$ cat src/rtl/dfp_pkg.sv
`timescale 1ns/1ps
package dfp_pkg;
  typedef enum logic [1:0] {
    PH_CMD   = 2'd0,
    PH_EXEC  = 2'd1,
    PH_RES   = 2'd2,
    PH_SPARE = 2'd3
  } phase_e;
endpackage

$ cat src/rtl/dfp_cfg.sv
`timescale 1ns/1ps
module dfp_cfg #(
  parameter int TW = 4
) (
  input  logic          clk,
  input  logic          rst_n,
  input  logic          load,
  input  logic          en_in,
  input  logic [TW-1:0] thr_in,
  output logic          en_q,
  output logic [TW-1:0] thr_eff
);
  logic [TW-1:0] thr_q;

  always_ff @(posedge clk) begin
    if (!rst_n) begin
      en_q  <= 1'b0;
      thr_q <= TW'(1);
    end else if (load) begin
      en_q  <= en_in;
      thr_q <= thr_in;
    end
  end

  assign thr_eff = (thr_q == '0) ? TW'(1) : thr_q;
endmodule

$ cat src/rtl/dfp_fifo.sv
`timescale 1ns/1ps
module dfp_fifo #(
  parameter int DEPTH = 16,
  parameter int DW    = 8
) (
  input  logic                       clk,
  input  logic                       rst_n,
  input  logic                       flush,
  input  logic                       push,
  input  logic [DW-1:0]              wdata,
  input  logic                       pop,
  output logic [DW-1:0]              head,
  output logic [$clog2(DEPTH+1)-1:0] count
);
  localparam int AW = (DEPTH > 1) ? $clog2(DEPTH) : 1;
  localparam int CW = $clog2(DEPTH + 1);

  logic [DW-1:0] mem [DEPTH];
  logic [AW-1:0] wr_ptr, rd_ptr;

  function automatic logic [AW-1:0] bump(input logic [AW-1:0] p);
    return (p == AW'(DEPTH - 1)) ? '0 : p + AW'(1);
  endfunction

  always_ff @(posedge clk) begin
    if (!rst_n || flush) begin
      wr_ptr <= '0;
      rd_ptr <= '0;
      count  <= '0;
    end else begin
      if (push) wr_ptr <= bump(wr_ptr);
      if (pop)  rd_ptr <= bump(rd_ptr);
      case ({push, pop})
        2'b10:   count <= count + CW'(1);
        2'b01:   count <= count - CW'(1);
        default: count <= count;
      endcase
    end
  end

  always_ff @(posedge clk) begin
    if (push) mem[wr_ptr] <= wdata;
  end

  assign head = mem[rd_ptr];
endmodule

$ cat src/rtl/dfp_xfer.sv
`timescale 1ns/1ps
module dfp_xfer #(
  parameter int SECTOR_BYTES = 512
) (
  input  logic clk,
  input  logic rst_n,
  input  logic clear,
  input  logic set_ovr,
  input  logic set_udr,
  input  logic out_stb,
  output logic err_ovr,
  output logic err_udr,
  output logic pad_active
);
  localparam int SW = $clog2(SECTOR_BYTES + 1);
  localparam logic [SW-1:0] SEC_LAST = SW'(SECTOR_BYTES);

  logic [SW-1:0] sec_q;

  always_ff @(posedge clk) begin
    if (!rst_n || clear) begin
      sec_q   <= '0;
      err_ovr <= 1'b0;
      err_udr <= 1'b0;
    end else begin
      if (out_stb && sec_q != SEC_LAST) sec_q <= sec_q + SW'(1);
      if (set_ovr) err_ovr <= 1'b1;
      if (set_udr) err_udr <= 1'b1;
    end
  end

  assign pad_active = err_udr && (sec_q < SEC_LAST);
endmodule

$ cat src/rtl/disk_data_port.sv
`timescale 1ns/1ps
module disk_data_port #(
  parameter int DEPTH        = 16,
  parameter int DW           = 8,
  parameter int SECTOR_BYTES = 512
) (
  input  logic          clk,
  input  logic          rst_n,
  input  logic          cfg_load,
  input  logic          cfg_fifo_en,
  input  logic [3:0]    cfg_thresh,
  input  logic [1:0]    phase,
  input  logic          exec_read,
  input  logic          hw_valid,
  input  logic [DW-1:0] hw_data,
  output logic          hw_ready,
  output logic          hr_valid,
  output logic [DW-1:0] hr_data,
  input  logic          hr_ready,
  output logic          rqm,
  output logic          dio,
  output logic          svc_req,
  input  logic          core_in_stb,
  input  logic [DW-1:0] core_in_data,
  input  logic          core_out_stb,
  output logic [DW-1:0] core_out_data,
  output logic          err_overrun,
  output logic          err_underrun,
  output logic          pad_active
);
  import dfp_pkg::*;

  localparam int CW = $clog2(DEPTH + 1);
  localparam int TW = 4;
  localparam logic [CW-1:0] CAP_FULL = CW'(DEPTH);
  localparam logic [CW-1:0] CAP_ONE  = CW'(1);

  phase_e        ph, phase_q;
  logic          phase_chg, in_exec, fifo_active;
  logic          cfg_en_q;
  logic [TW-1:0] thr_eff, eth;
  logic [CW-1:0] count, cap, free_sp;
  logic [DW-1:0] head;
  logic          full, empty;
  logic          push_host, pop_host, push_core, pop_core;
  logic          push, pop;
  logic          set_ovr, set_udr, out_stb_exec;

  assign ph = phase_e'(phase);

  always_ff @(posedge clk) begin
    if (!rst_n) phase_q <= PH_CMD;
    else        phase_q <= ph;
  end

  assign phase_chg = (ph != phase_q);
  assign in_exec   = (ph == PH_EXEC);

  dfp_cfg #(.TW(TW)) u_cfg (
    .clk     (clk),
    .rst_n   (rst_n),
    .load    (cfg_load),
    .en_in   (cfg_fifo_en),
    .thr_in  (cfg_thresh),
    .en_q    (cfg_en_q),
    .thr_eff (thr_eff)
  );

  assign fifo_active = cfg_en_q && in_exec;
  assign cap         = fifo_active ? CAP_FULL : CAP_ONE;
  assign full        = (count >= cap);
  assign empty       = (count == '0);
  assign free_sp     = full ? '0 : (cap - count);

  // direction and request-for-master
  assign dio = (ph == PH_RES) || (in_exec && exec_read);

  always_comb begin
    if (phase_chg)  rqm = 1'b0;
    else if (dio)   rqm = !empty;
    else            rqm = !full && !err_underrun;
  end

  assign hw_ready = rqm && !dio;
  assign hr_valid = rqm && dio;
  assign hr_data  = head;

  // byte movement
  assign push_host = hw_valid && hw_ready;
  assign pop_host  = hr_valid && hr_ready;
  assign push_core = dio && core_in_stb && !full && !phase_chg && !err_overrun;
  assign pop_core  = !dio && core_out_stb && !empty && !phase_chg && !err_underrun;
  assign push      = push_host || push_core;
  assign pop       = pop_host || pop_core;

  // disk-side error detection, execution phase only
  assign set_ovr      = in_exec && dio && core_in_stb && full && !phase_chg;
  assign set_udr      = in_exec && !dio && core_out_stb && empty && !phase_chg;
  assign out_stb_exec = in_exec && !dio && core_out_stb && !phase_chg;

  dfp_fifo #(.DEPTH(DEPTH), .DW(DW)) u_fifo (
    .clk   (clk),
    .rst_n (rst_n),
    .flush (phase_chg),
    .push  (push),
    .wdata (dio ? core_in_data : hw_data),
    .pop   (pop),
    .head  (head),
    .count (count)
  );

  dfp_xfer #(.SECTOR_BYTES(SECTOR_BYTES)) u_xfer (
    .clk        (clk),
    .rst_n      (rst_n),
    .clear      (phase_chg),
    .set_ovr    (set_ovr),
    .set_udr    (set_udr),
    .out_stb    (out_stb_exec),
    .err_ovr    (err_overrun),
    .err_udr    (err_underrun),
    .pad_active (pad_active)
  );

  assign core_out_data = (empty || err_underrun) ? '0 : head;

  // service request
  assign eth = (!fifo_active || err_overrun) ? TW'(1) : thr_eff;

  always_comb begin
    if (!in_exec || phase_chg) svc_req = 1'b0;
    else if (dio)              svc_req = (count >= CW'(eth));
    else                       svc_req = !err_underrun && (free_sp >= CW'(eth));
  end
endmodule

$ cat config.mk
export PLATFORM = sky130hd
export DESIGN_NAME = disk_data_port
export DESIGN_NICKNAME = d
export VERILOG_FILES = /design/src/rtl/dfp_pkg.sv /design/src/rtl/dfp_cfg.sv /design/src/rtl/dfp_fifo.sv /design/src/rtl/dfp_xfer.sv /design/src/rtl/disk_data_port.sv
export SDC_FILE = /design/constraint.sdc
export NUM_CORES = 1
export LEC_CHECK = 0
export ABC_CLOCK_PERIOD_IN_PS = 7000
export CAP_MARGIN = 20
export CELL_PAD_IN_SITES_DETAIL_PLACEMENT = 0
export CELL_PAD_IN_SITES_GLOBAL_PLACEMENT = 1
export CORE_AREA = 5 5 131 133
export CTS_BUF_LIST = sky130_fd_sc_hd__clkbuf_8
export DETAILED_ROUTE_END_ITERATION = 10
export DIE_AREA = 0 0 136 138
export PLACE_DENSITY = 0.79
export SYNTH_ARGS = -nofsm -noshare
export SYNTH_HDL_FRONTEND = slang
export SYNTH_HIERARCHICAL = 1
export SYNTH_SLANG_ARGS = --single-unit
$ cat constraint.sdc
create_clock -name clk -period 7 [get_ports clk]
set_input_delay 0.7 -clock clk [delete_from_list [all_inputs] [get_ports clk]]
set_output_delay 0.7 -clock clk [all_outputs]
set_load 0.02 [all_outputs]
## Word-level counts from Yosys, hierarchy flattened

Memories as Yosys holds them, arrays and structs flattened. A register that Yosys moved wholly into a read port is not among the register bits.
Index checks and enable logic that the tools add are counted.
W data, S select, Z words.

- Add/subtract/negate cells: 6
- Muxes and demuxes: 17
- Magnitude comparators: 4
- Reductions and logical operators: 46
- Eq/ne operators: 8

Operator list:

| kind | number |
|---|---|
| $logic_and A1 B1 Y1 | 27 |
| $mux W4 | 6 |
| $mux W8 | 2 |
| $add A10 B1 Y10 const B | 1 |
| $ge A5 B4 Y1 | 2 |
| $lt A10 B10 Y1 const B | 1 |
| $mux W5 | 2 |
| $ne A10 B10 Y1 const B | 1 |
| $pmux W5 S2 | 1 |
| $logic_not A1 Y1 | 9 |
| $add A4 B1 Y4 const B | 2 |
| $eq A4 B4 Y1 const B | 2 |
| $logic_or A1 B1 Y1 | 7 |
| $mux W1 | 6 |
| $add A5 B1 Y5 const B | 1 |
| $ge A5 B5 Y1 | 1 |
| $logic_not A5 Y1 | 1 |
| $sub A5 B1 Y5 const B | 1 |
| $sub A5 B5 Y5 | 1 |
| $eq A2 B1 Y1 const B | 2 |
| $eq A2 B2 Y1 const B | 2 |
| $logic_not A4 Y1 | 1 |
| $ne A2 B2 Y1 | 1 |
| $reduce_bool A2 Y1 | 1 |

- Bits in writable memories: 128
- Memories kept: 1
- Input bits: 31
- Bits in registers: 32
- Word-level logic and storage cells: 91

Memories:

| memory | depth | bits a word | read ports | clocked after Yosys merged registers in | write ports | RTL line | RTL |
|---|---|---|---|---|---|---|---|
| u_fifo.mem | 16 | 8 | 1 | 1 | 1 | dfp_fifo.sv:18 | `logic [DW-1:0] mem [DEPTH];` |

## Longest topological paths before layout

- Depth after elaboration: 13
- Depth in mapped cells: 17

## Modules after synthesis

The synthesis kept the hierarchy.

Modules (own cells, without submodules):

| module | sequential area each (um^2) | cells each | area each (um^2) | times used |
|---|---|---|---|---|
| dfp_fifo | 4,184.0 | 308 | 5,844.4 | 1 |
| disk_data_port | 40.0 | 114 | 768.2 | 1 |
| dfp_xfer | 240.2 | 69 | 584.3 | 1 |
| dfp_cfg | 100.1 | 21 | 212.7 | 1 |

## Worst setup path after synthesis

No wires, ideal clock.

- Path kind: input -> register
- Start point: in phase[1]
- End point: reg u_fifo.count[2]
- Slack: 3.524 ns
- Arrival: 3.406 ns
- Stages on the path: 16
- Path through: and2b_1 nand2_1 inv_1 ha_1 a31o_2 nand2_1 a211oi_2 inv_1 ha_1 buf_2 xor2_1 ha_1 a21oi_1 xor2_1 or3_1 a21oi_1

- Cells in the longest elaborated chain, start to end: 13
- Elaborated cells on any way between the ends: 33
- Classes of those cells: order compare (1); eq/ne (5); mux (4); reduce/logical (23)

RTL lines:

| item | RTL line | RTL |
|---|---|---|
| from (decl) | disk_data_port.sv:12 | `input logic [1:0] phase,` |
| $eq A2 B1 Y1 | disk_data_port.sv:57 | `assign in_exec = (ph == PH_EXEC);` |
| $logic_and A1 B1 Y1 | disk_data_port.sv:69 | `assign fifo_active = cfg_en_q && in_exec;` |
| $mux W5 | disk_data_port.sv:70 | `assign cap = fifo_active ? CAP_FULL : CAP_ONE;` |
| $ge A5 B5 Y1 | disk_data_port.sv:71 | `assign full = (count >= cap);` |
| $logic_not A1 Y1 | disk_data_port.sv:81, disk_data_port.sv:91 |  |
| $logic_and A1 B1 Y1 | disk_data_port.sv:81 | `else rqm = !full && !err_underrun;` |
| $mux W1 | disk_data_port.sv:80 | `else if (dio) rqm = !empty;` |
| $mux W1 | disk_data_port.sv:79 | `if (phase_chg) rqm = 1'b0;` |
| $logic_and A1 B1 Y1 | disk_data_port.sv:84 | `assign hw_ready = rqm && !dio;` |
| $logic_and A1 B1 Y1 | disk_data_port.sv:89 | `assign push_host = hw_valid && hw_ready;` |
| $logic_or A1 B1 Y1 * | disk_data_port.sv:93 | `assign push = push_host \|\| push_core;` |
| net push | disk_data_port.sv:46 | `logic push, pop;` |
| $eq A2 B1 Y1 / $eq A2 B2 Y1 (equally long branches) | dfp_fifo.sv:33 | `case ({push, pop})` |
| $pmux W5 S2 / $reduce_bool A2 Y1 (equally long branches) | n/a |  |
| to (signal assigned) | dfp_fifo.sv:34 | `2'b10: count <= count + CW'(1);` |
| to (signal assigned) | dfp_fifo.sv:35 | `2'b01: count <= count - CW'(1);` |
| to (signal assigned) | dfp_fifo.sv:36 | `default: count <= count;` |
| to (decl) | dfp_fifo.sv:13 | `output logic [$clog2(DEPTH+1)-1:0] count` |

Mark *: on every way through the listed nets, which the timed path passes. The rest lies on a longest branch.
A chain may end at the register's enable or synchronous reset.

## Worst setup path after layout

- Start point: in phase[1]
- End point: out svc_req

- Cells in the longest elaborated chain, start to end: 9
- Elaborated cells on any way between the ends: 20
- Classes of those cells: add/sub (1); order compare (3); eq/ne (3); mux (5); reduce/logical (8)

RTL lines:

| item | RTL line | RTL |
|---|---|---|
| $eq A2 B1 Y1 | disk_data_port.sv:57 |  |
| $logic_and A1 B1 Y1 | disk_data_port.sv:69 |  |
| $mux W5 / $logic_not A1 Y1 (equally long branches) | disk_data_port.sv:70, disk_data_port.sv:127 |  |
| $sub A5 B5 Y5 (tied with other cells) | disk_data_port.sv:73 | `assign free_sp = full ? '0 : (cap - count);` |
| $mux W5 / $mux W4 (equally long branches) | disk_data_port.sv:73, disk_data_port.sv:127 |  |
| $ge A5 B4 Y1 | disk_data_port.sv:132 | `else svc_req = !err_underrun && (free_sp >= CW'(eth));` |
| $logic_and A1 B1 Y1 | disk_data_port.sv:132 |  |
| $mux W1 | disk_data_port.sv:131 | `else if (dio) svc_req = (count >= CW'(eth));` |
| $mux W1 * | disk_data_port.sv:130 | `if (!in_exec \|\| phase_chg) svc_req = 1'b0;` |
| to (decl) | disk_data_port.sv:22 | `output logic svc_req,` |

Every way passes the cells marked *; elsewhere a longest branch is shown, timed or not.

==> impl_results.md <==
- Hold Buf Count CTS: 0
- Setup CP Type: input port to output pin
- Worst setup margin: between 2 and 2.5 ns
- Static leakage: 0.00285 uW
- 1st-pass router iterations: 5
- Post-synthesis mux area share: 12.5%
- Initial antenna violation count: 0
- Core area: between 15,000 and 20,000 sq um
- Post-Syn Instances: 512
- Rel. slew slack: a little under two fifths
- Total grt overflow: 0
- DRT iter0 DRCs: 257
- Vias in the first global route: 4,447
- YS warnings: 6
- Post-Syn Area: roughly 7400 sq um
- Final Wtd Congestion: 0.823
- Yosys top cell area share: between 50% and 60%
- CP max FO: 6
- Min Tclk post-route: approximately 4.5 ns
- Num CTS Buffers: 17
- Largest area contributor in the netlist: edfxtp_1
- Status: finished, final reports clean
- DR WL/cell: 19.1 microns
- DP Wirelength: around 11,000 microns
- Post-synthesis area per instance: 14.5 sq um
- Layout cells sized above 1: 11.1%
- Synthesized-area fraction occupied by adder cells: 3.71%
- Distinct cells, synth: 57
- Seq cells post-synth: 164
- I/O pin total: 55
- Die H: 138 microns
- Clk Tree Root Cell: clkbuf_8
- Top FF cell, synth: edfxtp_1
- Fmax: 221 MHz
- Required @ worst endpoint: 6.30 ns
- Final period util: 64.6%
- Final Instance Count excl. Fillers: 794
- Clock Latency Late Sink: 0.45 ns
- RSZ-0062 raised after global routing: no
- Setup tns final: 0 ns
- Routed via count: 4,378
- Simple-Gate Fraction of Synth Area: around an eighth
- Final Routed Wirelength: ~15,000 microns
- Hold Path Class: register to register
- DRC Markers: 0
- # port buffers: 54
- Initial Utilization: 47.2%
- Pre-CTS setup slack: 2.49 ns
- Htree depth: 4
- Setup repair bufs after CTS: 0
- Final Hold Violating Endpoints: 0
- Ys async rst share: 0%
- FP Rows: 46
- Nature of the critical path startpoint: input port
- TritonCTS clock tree: done
- Top-count cell post-synth: edfxtp_1
- Synth area leaders: edfxtp_1 (52%), dfxtp_1 (9.7%), mux4_2 (5.5%), mux4_1 (5.0%), ha_1 (3.7%)
- Power Density: about 220 nW/um^2
- Worst-path clk slew: 0.08 ns
- Slew Viols, Final: 0
- Critical Path AT: 3.82 ns
- Post-synthesis sequential area ratio: between 60% and 70%
- Total track usage: 16.8%
- Largest net degree at the start of global routing: 33
- Most frequent cells after synthesis: edfxtp_1 (128), nand2_1 (56), dfxtp_1 (36)
- Power, Total: around 1900 uW
- Compound-Gate Fraction of Synth Area: under 10%
- Crit end category: output pin
- Worst-Margin Slew: 0.919 ns
- Setup Viol. Count Final: 0
- Synth Area in XOR/XNOR: 1.54%
- Largest family of logic cells by synthesized area: simple AND/OR/NAND/NOR gates
- Total nets after synthesis: 565
- Post-CTS Resized: 0
- Post-synth EDFFs: 128
- Placed insts: 761
- Total Die Area: between 15,000 and 20,000 sq um
- First-pass GRT wire length: 24,200 microns
- Vias/cell: approximately 5.5
- DRT antenna net count: 0
- Diode count: 0
- Final Skew: approximately 0.009 ns
- Worst vdd ir: between 100 and 150 uV
- Chip width: between 100 and 150 microns
- Max cap viols: 0
- Area growth from synthesis to final layout: 14.9%
- Clock Tree Buf Depth: 2
- Sink Count: 164
- Total Nets Final: 618
## worst paths after layout
check / from / end / slack (ns) / cells after the start
max: phase[1] / svc_req / 2.48 / 13
min: u_cfg/thr_q[0] / u_cfg/thr_q[0] / 0.49 / 2
max reg2reg: u_fifo/count[2] / u_fifo/count[2] / 3.60 / 10
min reg2reg: u_cfg/thr_q[0] / u_cfg/thr_q[0] / 0.49 / 2
## registers in the layout, indices dropped and copies added, names as in the netlist, 2 cells and up, named ones only
signal	cells
u_fifo/mem	128
u_xfer/sec_q	10
u_fifo/count	5
u_cfg/thr_q	4
u_fifo/rd_ptr	4
u_fifo/wr_ptr	4
phase_q	2
## report_power, final
part	leakage [uW]	internal, uW	total (uW)	switching, uW
combinational	0.00121	39.1	98.2	59.1
sequential	0.00144	1060	1070	2.70
clock	0.000208	384	720	336
## cell usage in the layout (no fill, tap or decap), types with 3 or more instances in the layout
cell	count
or3_1	7
nand3b_1	4
nor3b_1	4
and2_1	29
mux4_2	18
nor2b_1	9
inv_1	12
nand4_1	6
clkinv_1	3
ha_1	22
clkbuf_8	17
and3_1	3
clkinv_2	3
edfxtp_1	128
mux4_1	14
xor2_1	11
clkdlybuf4s50_1	54
mux2i_1	14
bufinv_16	4
a21oi_1	11
nand2b_1	7
a22oi_1	16
nand3_1	4
dfxtp_1	34
a31oi_1	5
o21ai_0	10
nor4_1	3
and2b_1	3
nand2_1	56
nor3_1	7
nor2_1	23
## critical path: stages
cell and delay [ns]:
clkdlybuf4s50_1 0.53, and2b_1 0.21, nand2_1 0.10, inv_1 0.07, ha_1 0.33, a31o_2 0.22
nand2b_1 0.07, ha_1 0.27, nand2b_1 0.14, a2111oi_0 0.36, nand3b_1 0.16, a31oi_1 0.10
clkdlybuf4s50_1 0.56
## metal layers
metal	GRT usage (%)	wire length (microns)	part of all wire, %
met3	3.63	682	4.5
met2	27.6	7680	51
met5	0	0	0
met1	22.0	6570	43
met4	6.31	272	1.8
## cells by family (layout without fill, tap and decap cells)
group                    after synthesis  count (layout)
AND/OR/NAND/NOR                      177             177
flip-flops                           164             164
AO/OA/AOI/OAI                         55              55
multiplexers                          47              47
buffers and inverters                 34             100
adder cells (fa/ha/maj)               22              22
XOR/XNOR                              13              13
## cell type report
cell class / instances / area [sq um]
Inverter: 13 / 48.8
Tap cell: 216 / 270
Timing Repair Buffer: 55 / 561
Clock inverter: 15 / 188
Sequential cell: 164 / 4570
Multi-Input combinational cell: 314 / 2640
Fill cell: 1264 / 7200
Clock buffer: 17 / 234
## stage by stage
stage / hold slack [ns] / instance area (sq um) / utilization, %
after floorplan: 0.432 / 7410 / -
after CTS: 0.495 / 8490 / 54.0
after global placement: 0.453 / 8070 / 51.4
after detailed placement: 0.473 / 8070 / 51.4
final: 0.492 / 8510 / 54.2
after global routing: 0.535 / 8510 / 54.2
Power figures use the tool's default switching activity.
